==> src/rtl/rxhb_pkg.sv <==
package rxhb_pkg;

  // strobes from the control FSM to the datapath, one cycle each
  typedef struct packed {
    logic loadShift;  // capture inByte into the shift stage
    logic moveHold;   // shift stage -> holding buffer
    logic clearHold;  // holding buffer emptied by a pop
    logic clearAll;   // controller disabled
  } rxhbStrobes_t;

endpackage

==> src/rtl/rxhb_ctrl.sv <==
module rxhb_ctrl
  import rxhb_pkg::*;
(
  input  logic         clk,
  input  logic         rstN,
  input  logic         enable,
  input  logic         inValid,
  input  logic         popRd,
  output rxhbStrobes_t stb,
  output logic         holdFull,
  output logic         shiftFull,
  output logic         rxValidIrq,
  output logic         underflowIrq,
  output logic         busHoldIrq
);

  logic popHit, popMiss;
  logic shiftFullNext, holdFullNext;
  logic bothNow, bothNext;

  always_comb begin
    popHit        = popRd & holdFull & enable;
    popMiss       = popRd & ~(holdFull & enable);
    stb.clearAll  = ~enable;
    stb.loadShift = enable & inValid & ~shiftFull;
    stb.moveHold  = enable & shiftFull & (~holdFull | popHit);
    stb.clearHold = popHit & ~stb.moveHold;

    shiftFullNext = shiftFull;
    if (stb.loadShift)     shiftFullNext = 1'b1;
    else if (stb.moveHold) shiftFullNext = 1'b0;
    if (stb.clearAll)      shiftFullNext = 1'b0;

    holdFullNext = holdFull;
    if (stb.moveHold)       holdFullNext = 1'b1;
    else if (stb.clearHold) holdFullNext = 1'b0;
    if (stb.clearAll)       holdFullNext = 1'b0;

    bothNow  = shiftFull & holdFull;
    bothNext = shiftFullNext & holdFullNext;
  end

  always_ff @(posedge clk or negedge rstN) begin
    if (!rstN) begin
      shiftFull    <= 1'b0;
      holdFull     <= 1'b0;
      rxValidIrq   <= 1'b0;
      underflowIrq <= 1'b0;
      busHoldIrq   <= 1'b0;
    end else begin
      shiftFull    <= shiftFullNext;
      holdFull     <= holdFullNext;
      rxValidIrq   <= stb.moveHold;
      underflowIrq <= popMiss;
      busHoldIrq   <= bothNext & ~bothNow;
    end
  end

endmodule

==> src/rtl/rxhb_datapath.sv <==
module rxhb_datapath
  import rxhb_pkg::*;
#(
  parameter int DATA_W = 8
) (
  input  logic              clk,
  input  logic              rstN,
  input  rxhbStrobes_t      stb,
  input  logic [DATA_W-1:0] inByte,
  output logic [DATA_W-1:0] holdByte
);

  logic [DATA_W-1:0] shiftByte;

  always_ff @(posedge clk or negedge rstN) begin
    if (!rstN) begin
      shiftByte <= '0;
    end else if (stb.clearAll) begin
      shiftByte <= '0;
    end else if (stb.loadShift) begin
      shiftByte <= inByte;
    end else if (stb.moveHold) begin
      shiftByte <= '0;
    end
  end

  // an empty holding buffer always holds zero, so reads of it return zero
  always_ff @(posedge clk or negedge rstN) begin
    if (!rstN) begin
      holdByte <= '0;
    end else if (stb.clearAll) begin
      holdByte <= '0;
    end else if (stb.moveHold) begin
      holdByte <= shiftByte;
    end else if (stb.clearHold) begin
      holdByte <= '0;
    end
  end

endmodule

==> src/rtl/rx_hold_buffer.sv <==
module rx_hold_buffer
  import rxhb_pkg::*;
#(
  parameter int DATA_W = 8
) (
  input  logic              clk,
  input  logic              rstN,
  input  logic              enable,
  input  logic              inValid,
  input  logic [DATA_W-1:0] inByte,
  input  logic              popRd,
  output logic [DATA_W-1:0] popData,
  output logic [DATA_W-1:0] peekData,
  output logic              dataValid,
  output logic              busHold,
  output logic              rxValidIrq,
  output logic              underflowIrq,
  output logic              busHoldIrq
);

  rxhbStrobes_t      stb;
  logic              holdFull, shiftFull;
  logic [DATA_W-1:0] holdByte;

  rxhb_ctrl u_ctrl (
    .clk          (clk),
    .rstN         (rstN),
    .enable       (enable),
    .inValid      (inValid),
    .popRd        (popRd),
    .stb          (stb),
    .holdFull     (holdFull),
    .shiftFull    (shiftFull),
    .rxValidIrq   (rxValidIrq),
    .underflowIrq (underflowIrq),
    .busHoldIrq   (busHoldIrq)
  );

  rxhb_datapath #(.DATA_W(DATA_W)) u_dp (
    .clk      (clk),
    .rstN     (rstN),
    .stb      (stb),
    .inByte   (inByte),
    .holdByte (holdByte)
  );

  assign popData   = holdByte;
  assign peekData  = holdByte;
  assign dataValid = holdFull;
  assign busHold   = holdFull & shiftFull;

endmodule

==> config.mk <==
export PLATFORM = sky130hd
export DESIGN_NAME = rx_hold_buffer
export DESIGN_NICKNAME = d
export VERILOG_FILES = /design/src/rtl/rxhb_pkg.sv /design/src/rtl/rxhb_ctrl.sv /design/src/rtl/rxhb_datapath.sv /design/src/rtl/rx_hold_buffer.sv
export SDC_FILE = /design/constraint.sdc
export NUM_CORES = 1
export LEC_CHECK = 0
export ABC_AREA = 1
export BUFFER_PORTS_ARGS = -buffer_cell sky130_fd_sc_hd__buf_2
export CAP_MARGIN = 10
export CORE_ASPECT_RATIO = 1.25
export CORE_UTILIZATION = 39
export DETAILED_ROUTE_END_ITERATION = 8
export GPL_ROUTABILITY_DRIVEN = 0
export PLACE_DENSITY = 0.66
export REMOVE_ABC_BUFFERS = 1
export SYNTH_ARGS = -nofsm -noshare
export SYNTH_HDL_FRONTEND = slang
export SYNTH_SLANG_ARGS = --single-unit
==> constraint.sdc <==
create_clock -name clk -period 2.8 [get_ports clk]
set_input_delay 0.42 -clock clk [delete_from_list [all_inputs] [get_ports clk]]
set_output_delay 0.42 -clock clk [all_outputs]
set_load 0.02 [all_outputs]
==> results of run 1 <==
==> per-stage QoR <==
stage          total power, mW  hold WS (ns)  utilization, %  cells
2_1_floorplan            0.385         0.124               -     90
3_5_place_dp             0.420         0.394            47.8    154
4_1_cts                  0.562        0.0568            49.0    158
3_3_place_gp             0.417         0.391            47.8    154
6_report                 0.550        0.0516            49.0    158
5_1_grt                  0.586        0.0669            49.0    158
==> worst paths after layout <==
kind | from | endpoint | slack (ns) | depth (start not counted)
min | rstN | u_ctrl.holdFull$_DFF_PN0_ | 0.05 | 1
min reg2reg | u_dp.shiftByte[3]$_DFFE_PN0P_ | u_dp.holdByte[3]$_DFFE_PN0P_ | 0.49 | 2
max reg2reg | u_ctrl.shiftFull$_DFF_PN0_ | u_dp.shiftByte[5]$_DFFE_PN0P_ | 1.74 | 5
min in group clk | inByte[1] | u_dp.shiftByte[1]$_DFFE_PN0P_ | 0.32 | 3
max in group asynchronous | rstN | u_ctrl.underflowIrq$_DFF_PN0_ | 2.44 | 1
max | u_ctrl.holdFull$_DFF_PN0_ | busHold | 1.30 | 3
==> routing by layer <==
metal	share of wire, %	GRT usage [%]
met2	49	20.1
met4	1.3	7.79
met1	46	16.9
met5	0	0
met3	3.8	2.92
==> registers in the layout, indices dropped and copies added (netlist names) <==
name and cells:
u_dp.holdByte 8, u_dp.shiftByte 8, u_ctrl.busHoldIrq 1, u_ctrl.holdFull 1, u_ctrl.rxValidIrq 1, u_ctrl.shiftFull 1
u_ctrl.underflowIrq 1
==> power by group through the flow <==
stage               combinational [mW]  sequential [mW]  clock, mW
floorplan                       0.0357            0.349          0
global placement                0.0814            0.336          0
detailed placement              0.0825            0.337          0
CTS                             0.0826            0.331      0.149
global route                    0.0908            0.333      0.162
finish                          0.0809            0.331      0.139
==> cell families after synthesis <==
logic type / synth area share (%)
AOI/OAI and AO/OA: 2.36
buffers and inverters: 9.31
DFF: 58.3
and+or+nand+nor: 30.0
==> critical path, stage by stage (launching register included) <==
cell     delay [ns]
dfrtp_1        0.49
nand2_1        0.10
inv_1          0.05
buf_2          0.15
==> cells in the mapped netlist (all sizes together) <==
| cell | number |
|---|---|
| clkinv | 1 |
| nand3 | 10 |
| a21oi | 2 |
| inv | 5 |
| nand2 | 49 |
| nor2 | 1 |
| dfrtp | 21 |
| nand3b | 1 |
| buf | 8 |
==> area by class of cell <==
cell class	count	area [um^2]	area share [%]
Clock inverter	1	5.00	0.467
Multi-Input combinational cell	63	292	27.2
Sequential cell	21	526	49.0
Clock buffer	3	22.5	2.10
Timing Repair Buffer	33	165	15.4
Inverter	6	23.8	2.22
Tap cell	31	38.8	3.62
==> impl_metrics.toml, run 1 <==
[status]
status = "finished clean"

[yosys]
yosysUniqueCellTypes = 13
yosysSeqAreaShare_pct = 58.3
synth_top_area_share_pct = 58.3
netlist_top_cells_area = "dfrtp_1, nand2_1, buf_4"
yosys_warnings = 0
postSynthAreaPerCell_um2 = 9.19
syn_area_um2 = 901
syn_inst = 98
ys_ff_latch = 21
synth_top_area_cell = "dfrtp_1"

[placed_design]
post-place-ws_ns = 1.62
port-buffer-count = 33
placed_area_mm2 = 0.00104
hpwl_mm = 1.13

[drt]
drc = 0
viasPerCell = 4.27
via_count = 675
first_pass_iters = 2
drtIter0Drc = 10
wirelength_mm = 1.43
wire_per_inst_um = 9.08
final_antenna_net_count = 0

[timing]
fmax_mhz = 666
min_period_ns = 1.50
rsz0062_at_grt = "false"
setup_violations = 0
period_share_pct = 53.6
hold_viol_final = 0
slew_violations = 0
worst_slew_pin_slew_ns = 0.445
fin_ws_ns = 1.30
slew_headroom_pct = 70.3
finalSetupTns_ns = 0
final.setup_skew_ns = 0.00302

[floorplan]
die_x_um = 45.0
num_rows = 19
die_area_mm2 = 0.00251
die_y_um = 55.7
io_pins = 34
coreArea_mm2 = 0.00219
start_util_pct = 41.2

[clocking]
cts_hold_buf = 0
cts_buffers = 3
clock_sinks = 21
cts_resized = 0
cts_setup_buffers = 0
clkTransAtPathRegs_ns = 0.11
ctsHtreeMaxLevel = 1
clockRootBuffer = "clkbuf_4"
cts_tree = "done"
cts_buffer_depth = 2
clock_latency_ns = 0.29

[power_and_ir_drop]
peakVddDrop_mv = 0.252
p_int_mw = 0.399
clockPowerShare_pct = 25.2
switchingPower_mw = 0.151
sw_frac_of_total_pct = 27.4
leakagePower_nw = 0.673
combPwrFrac_pct = 14.7
seqPwrFrac_pct = 60.1
powerDensity_mw_per_mm2 = 513

[final_layout]
final_cell_area_mm2 = 0.00107
layout_commonest_cell = "nand2_1"
layout.nets = 141
drive_above_1_share_pct = 35.4
n_antenna_cell = 0
synthToLayoutAreaGrowth_pct = 19.0
fillers = 243
layout_common_cells = "nand2_1, buf_2, dfrtp_1, nand3_1, inv_1"

[setup_path]
start_kind = "flop"
cp.required_ns = 2.38
worstSetupPathType = "reg -> out"
cp-end-kind = "output pin"
crit_arrival_ns = 1.08
crit_fanout = 6

[grt]
grt_pass1_vias = 593
grt_usage_pct = 13.3
grt_first_pass_wirelength_mm = 2.46
grt_max_degree = 22
grt_antenna_before_repair = 0
grt.overflow.total = 0

[flow_run]
maxCapViolCount = 0

[worst_hold_path]
hp-class = "in -> async"
No activity file was read; power rests on OpenSTA's default activity.
==> run 2: changes to the inputs <==
Clock period 2.8 ns to 1.4 ns, I/O delays scaled along.
==> run 2 against run 1 <==
Net effect: first-iteration DRC count down 70%; non-clock buffer count up 1; die area unchanged; cell count up 0.63%; utilization up 0.46 points; count of clock-buffer cells in the layout unchanged; highest routed layer unchanged; sequential share of layout area down 0.45 points; critical path depth unchanged; register-to-register slack worse by 1.4 ns; setup slack worse by 1.2 ns; worst hold slack better by 0.061 ns; largest cell class unchanged; largest power group unchanged; power up 100%.
==> impl_metrics.toml, run 2 (same netlist as run 1, synthesis figures left out) <==
[status]
status = "finished clean"

[drt]
wire_per_inst_um = 9.16
wirelength_mm = 1.46
drc = 0
final_antenna_net_count = 0
first_pass_iters = 4
viasPerCell = 4.18
drtIter0Drc = 3
via_count = 665

[power_and_ir_drop]
peakVddDrop_mv = 0.457
leakagePower_nw = 0.677
powerDensity_mw_per_mm2 = 1020
total_power_mw = 1.10

[floorplan]
die_x_um = 45.0
die_area_mm2 = 0.00251
start_util_pct = 41.2
coreArea_mm2 = 0.00219
die_y_um = 55.7
io_pins = 34
num_rows = 19

[worst_hold_path]
hp-class = "in -> reg"

[final_layout]
layout_common_cells = "nand2_1, buf_2, dfrtp_1, nand3_1, inv_1"
n_antenna_cell = 0
layout_commonest_cell = "nand2_1"
ff_latch_area_um2 = 526
drive_above_1_share_pct = 35.2
fillers = 221
multi_input_area_um2 = 292
layout.nets = 142
synthToLayoutAreaGrowth_pct = 20.1
reg_top3 = "u_dp.holdByte (8), u_dp.shiftByte (8)"

[setup_path]
r2r_slack_ns = 0.36
crit_fanout = 6
start_kind = "flop"
cp-end-kind = "output pin"
crit_arrival_ns = 1.09
worstSetupPathType = "reg -> out"
cp.required_ns = 1.19

[timing]
fin_ws_ns = 0.103
period_share_pct = 92.6
slew_headroom_pct = 70.3
final.setup_skew_ns = 0.00495
finalSetupTns_ns = 0
min_period_ns = 1.30
slew_violations = 0
rsz0062_at_grt = "false"
setup_violations = 0
hold_viol_final = 0
worst_slew_pin_slew_ns = 0.445
fmax_mhz = 771

[placed_design]
hpwl_mm = 1.14
post-place-ws_ns = 0.377
port-buffer-count = 33

[grt]
grt_first_pass_wirelength_mm = 2.59
grt_antenna_before_repair = 0
grt_usage_pct = 14.0
grt_max_degree = 22
grt_pass1_vias = 666
grt.overflow.total = 0

[clocking]
clock_sinks = 21
cts_buffer_depth = 2
cts_setup_buffers = 0
cts_resized = 0
cts_buffers = 3
clock_latency_ns = 0.29
clkTransAtPathRegs_ns = 0.11
cts_tree = "done"
clockRootBuffer = "clkbuf_4"
ctsHtreeMaxLevel = 1

[flow_run]
maxCapViolCount = 0
[run 2: cell types whose count changed in the layout (fill, tap and decap cells not counted)]
cell / delta
dlygate4sd3_1: +1
[run 2: cell type report]
| class | count | area share [%] |
|---|---|---|
| Timing Repair Buffer | 34 | 16.2 |
| Multi-Input combinational cell | 63 | 26.9 |
| Clock inverter | 1 | 0.462 |
| Inverter | 6 | 2.20 |
| Clock buffer | 3 | 2.08 |
| Sequential cell | 21 | 48.6 |
| Tap cell | 31 | 3.58 |
[run 2: path summary, 6_finish.rpt]
check / from / endpoint / depth (start not counted)
worst max register to register: u_ctrl.shiftFull$_DFF_PN0_ / u_dp.shiftByte[0]$_DFFE_PN0P_ / 5
worst max-delay path: u_ctrl.holdFull$_DFF_PN0_ / busHold / 3
max in group asynchronous: rstN / u_dp.shiftByte[0]$_DFFE_PN0P_ / 2
worst min register to register: u_dp.holdByte[5]$_DFFE_PN0P_ / u_dp.holdByte[5]$_DFFE_PN0P_ / 2
worst min-delay path: inByte[7] / u_dp.shiftByte[7]$_DFFE_PN0P_ / 3
min in group asynchronous: rstN / u_dp.holdByte[5]$_DFFE_PN0P_ / 2
[run 2: per-layer routing]
| layer | up-vias | share of wire (%) | track usage [%] |
|---|---|---|---|
| met1 | 284 | 48 | 16.4 |
| met5 | - | 0 | 0 |
| met2 | 21 | 46 | 22.2 |
| met4 | 0 | 1.2 | 9.52 |
| met3 | 2 | 3.8 | 2.92 |
| li1 | 358 | - | - |
[run 2: what timing repair did]
action | CTS | global route
endpoints found under the hold margin | 21 | 0
hold buffers | 1 | 0
setup endpoints to repair | 0 | 0
[run 2: critical path, stage by stage, from the launching register on]
cell and delay [ns]:
dfrtp_1 0.49, nand2_1 0.10, inv_1 0.05, buf_2 0.15
[run 2: power breakdown]
group	total (mW)	leakage, nW	internal, mW	switching (mW)
Clock	0.276	0.0177	0.106	0.170
Sequential	0.661	0.284	0.639	0.0219
Combinational	0.164	0.376	0.0546	0.110
Total	1.10	0.677	0.800	0.301
[run 2: stage by stage]
stage | std cells | hold WS (ns) | util (%) | cell area [um^2]
2_1_floorplan | 90 | -0.0856 | - | 841
3_3_place_gp | 154 | 0.179 | 47.8 | 1040
3_5_place_dp | 154 | 0.188 | 47.8 | 1040
4_1_cts | 159 | 0.0966 | 49.5 | 1080
5_1_grt | 159 | 0.0916 | 49.5 | 1080
6_report | 159 | 0.112 | 49.5 | 1080
==> run 3: changes to the inputs <==
--- a/constraint.sdc
+++ b/constraint.sdc
@@ -3,2 +3,2 @@
 set_output_delay 0.21 -clock clk [all_outputs]
-set_load 0.02 [all_outputs]
+set_load 0.1 [all_outputs]
==> run 3 against run 2 <==
Net effect: sequential cell count unchanged; setup slack worse by 0.029 ns; critical path depth shrank 2; largest cell class unchanged; largest power group unchanged.
==> impl_metrics.toml, run 3 (same netlist as run 1, synthesis figures left out) <==
[grt]
grt_max_degree = 22
grt_usage_pct = 13.5
grt_pass1_vias = 594
grt_antenna_before_repair = 0
met2_usage_pct = 20.3
met3_usage_pct = 1.95
grt_busiest_layer = "met2"
grt.overflow.total = 0
met1_usage_pct = 18.6
grt_first_pass_wirelength_mm = 2.53

[timing]
fin_ws_ns = 0.0744
final.setup_skew_ns = 0.00630
hold_viol_final = 0
min_period_ns = 1.33
rsz0062_at_grt = "false"
worst_slew_pin_slew_ns = 0.485
slew_violations = 0
slew_headroom_pct = 67.9
fmax_mhz = 754
period_share_pct = 94.7
finalSetupTns_ns = 0
setup_violations = 0

[worst_hold_path]
hp-class = "in -> reg"

[drt]
viasPerCell = 4.27
wire_per_inst_um = 9.48
drtIter0Drc = 14
final_antenna_net_count = 0
wirelength_mm = 1.53
via_count = 688
drc = 0
first_pass_iters = 4

[final_layout]
fillers = 236
layout_common_cells = "nand2_1, buf_2, dfrtp_1, nand3_1, inv_1"
multi_input_area_um2 = 292
synthToLayoutAreaGrowth_pct = 25.3
final_cell_area_mm2 = 0.00113
n_antenna_cell = 0
layout.nets = 144
drive_above_1_share_pct = 36.9
reg_top3 = "u_dp.holdByte (8), u_dp.shiftByte (8)"
ff_latch_area_um2 = 527
layout_commonest_cell = "nand2_1"

[setup_path]
r2r_slack_ns = 0.33
crit_family = "buffers and inverters"
cp_slowest_stage_delay_ns = 0.43
slowest_stage = "buf_2"
cp-end-kind = "output pin"
crit_start = "u_dp.holdByte[1]$_DFFE_PN0P_"
start_kind = "flop"
path_buf_inv = 1
worstRegToRegCells = 5
r2r-start = "u_ctrl.holdFull$_DFF_PN0_"
worstSetupPathType = "reg -> out"
cp_cell_sequence = "buf_2"
cp-endpoint = "popData[1]"
rr_endpoint = "u_dp.holdByte[3]$_DFFE_PN0P_"
crit_arrival_ns = 1.12
cp.depth = 1
cp.required_ns = 1.19
crit_fanout = 3

[clocking]
clockRootBuffer = "clkbuf_4"
clock_sinks = 21
ctsHtreeMaxLevel = 1
clkTransAtPathRegs_ns = 0.12
cts_tree = "done"
cts_buffer_depth = 2
cts_buffers = 3
clock_latency_ns = 0.30

[flow_run]
maxCapViolCount = 0

[power_and_ir_drop]
leakagePower_nw = 0.693
powerDensity_mw_per_mm2 = 1120
peakVddDrop_mv = 0.588

[floorplan]
die_x_um = 45.0
coreArea_mm2 = 0.00219
start_util_pct = 41.2
die_area_mm2 = 0.00251
die_y_um = 55.7
num_rows = 19
io_pins = 34

[placed_design]
placed_area_mm2 = 0.00107
port-buffer-count = 33
post-place-ws_ns = 0.290
hpwl_mm = 1.11

[status]
status = "finished clean"
==> run 3: changes by cell type in the layout (fill, tap and decap cells not counted) <==
cell / change
buf_2: -2
dfrtp_2: +1
buf_12: +2
dfrtp_1: -1
buf_4: +2
==> run 3: worst min-delay path by stage <==
stage	cells after the start	slack, ns	endpoint	from
3_5_place_dp	1	0.19	u_ctrl.busHoldIrq$_DFF_PN0_	rstN
5_1_grt	3	0.1	u_dp.shiftByte[2]$_DFFE_PN0P_	inByte[2]
2_1_floorplan	0	-0.09	u_ctrl.busHoldIrq$_DFF_PN0_	rstN
3_3_place_gp	1	0.18	u_ctrl.busHoldIrq$_DFF_PN0_	rstN
6_report	3	0.1	u_dp.shiftByte[2]$_DFFE_PN0P_	inByte[2]
4_1_cts	3	0.10	u_dp.shiftByte[7]$_DFFE_PN0P_	inByte[7]
==> run 3: metal layers <==
| layer | part of all wire, % | vias up | routed length (um) |
|---|---|---|---|
| met5 | 0 | - | 0 |
| met4 | 1.5 | 0 | 23 |
| met3 | 3.7 | 2 | 56 |
| met2 | 47 | 21 | 710 |
| met1 | 48 | 306 | 735 |
| li1 | - | 359 | - |
==> run 3: metrics by stage <==
step | hold slack (ns) | std cells | power [mW] | util, %
2_1_floorplan | -0.0856 | 90 | 0.902 | -
3_3_place_gp | 0.179 | 154 | 0.983 | 49.1
3_5_place_dp | 0.189 | 154 | 0.988 | 49.1
4_1_cts | 0.101 | 159 | 1.28 | 50.9
5_1_grt | 0.0976 | 161 | 1.33 | 51.6
6_report | 0.0999 | 161 | 1.27 | 51.6
==> run 3: timing repair <==
item	4_1_cts	5_1_grt
hold buffers	1	0
buffers inserted	0	2
setup endpoints to repair	1	1
resized for setup	1	0
endpoints found under the hold margin	21	0
pin swaps	0	0
==> run 3: where the power goes <==
| part | switching (mW) | total [mW] | internal [mW] |
|---|---|---|---|
| logic | 0.253 | 0.325 | 0.0716 |
| clock network | 0.178 | 0.284 | 0.106 |
| registers | 0.0191 | 0.659 | 0.640 |
| total | 0.450 | 1.27 | 0.818 |
==> run 3: cell type report <==
cell class                 instances  share of cell area [%]
timing repair buffer              36                    19.5
clock buffer                       3                    2.00
clock inverter                     1                   0.443
sequential                        21                    46.7
multi-input combinational         63                    25.8
tap                               31                    3.44
inverter                           6                    2.11
==> run 3: worst min-delay path: cells and delay by family <==
kind / cells / cell delay [ns]
simple gates: 2 / 0.09
buf+inv: 1 / 0.07
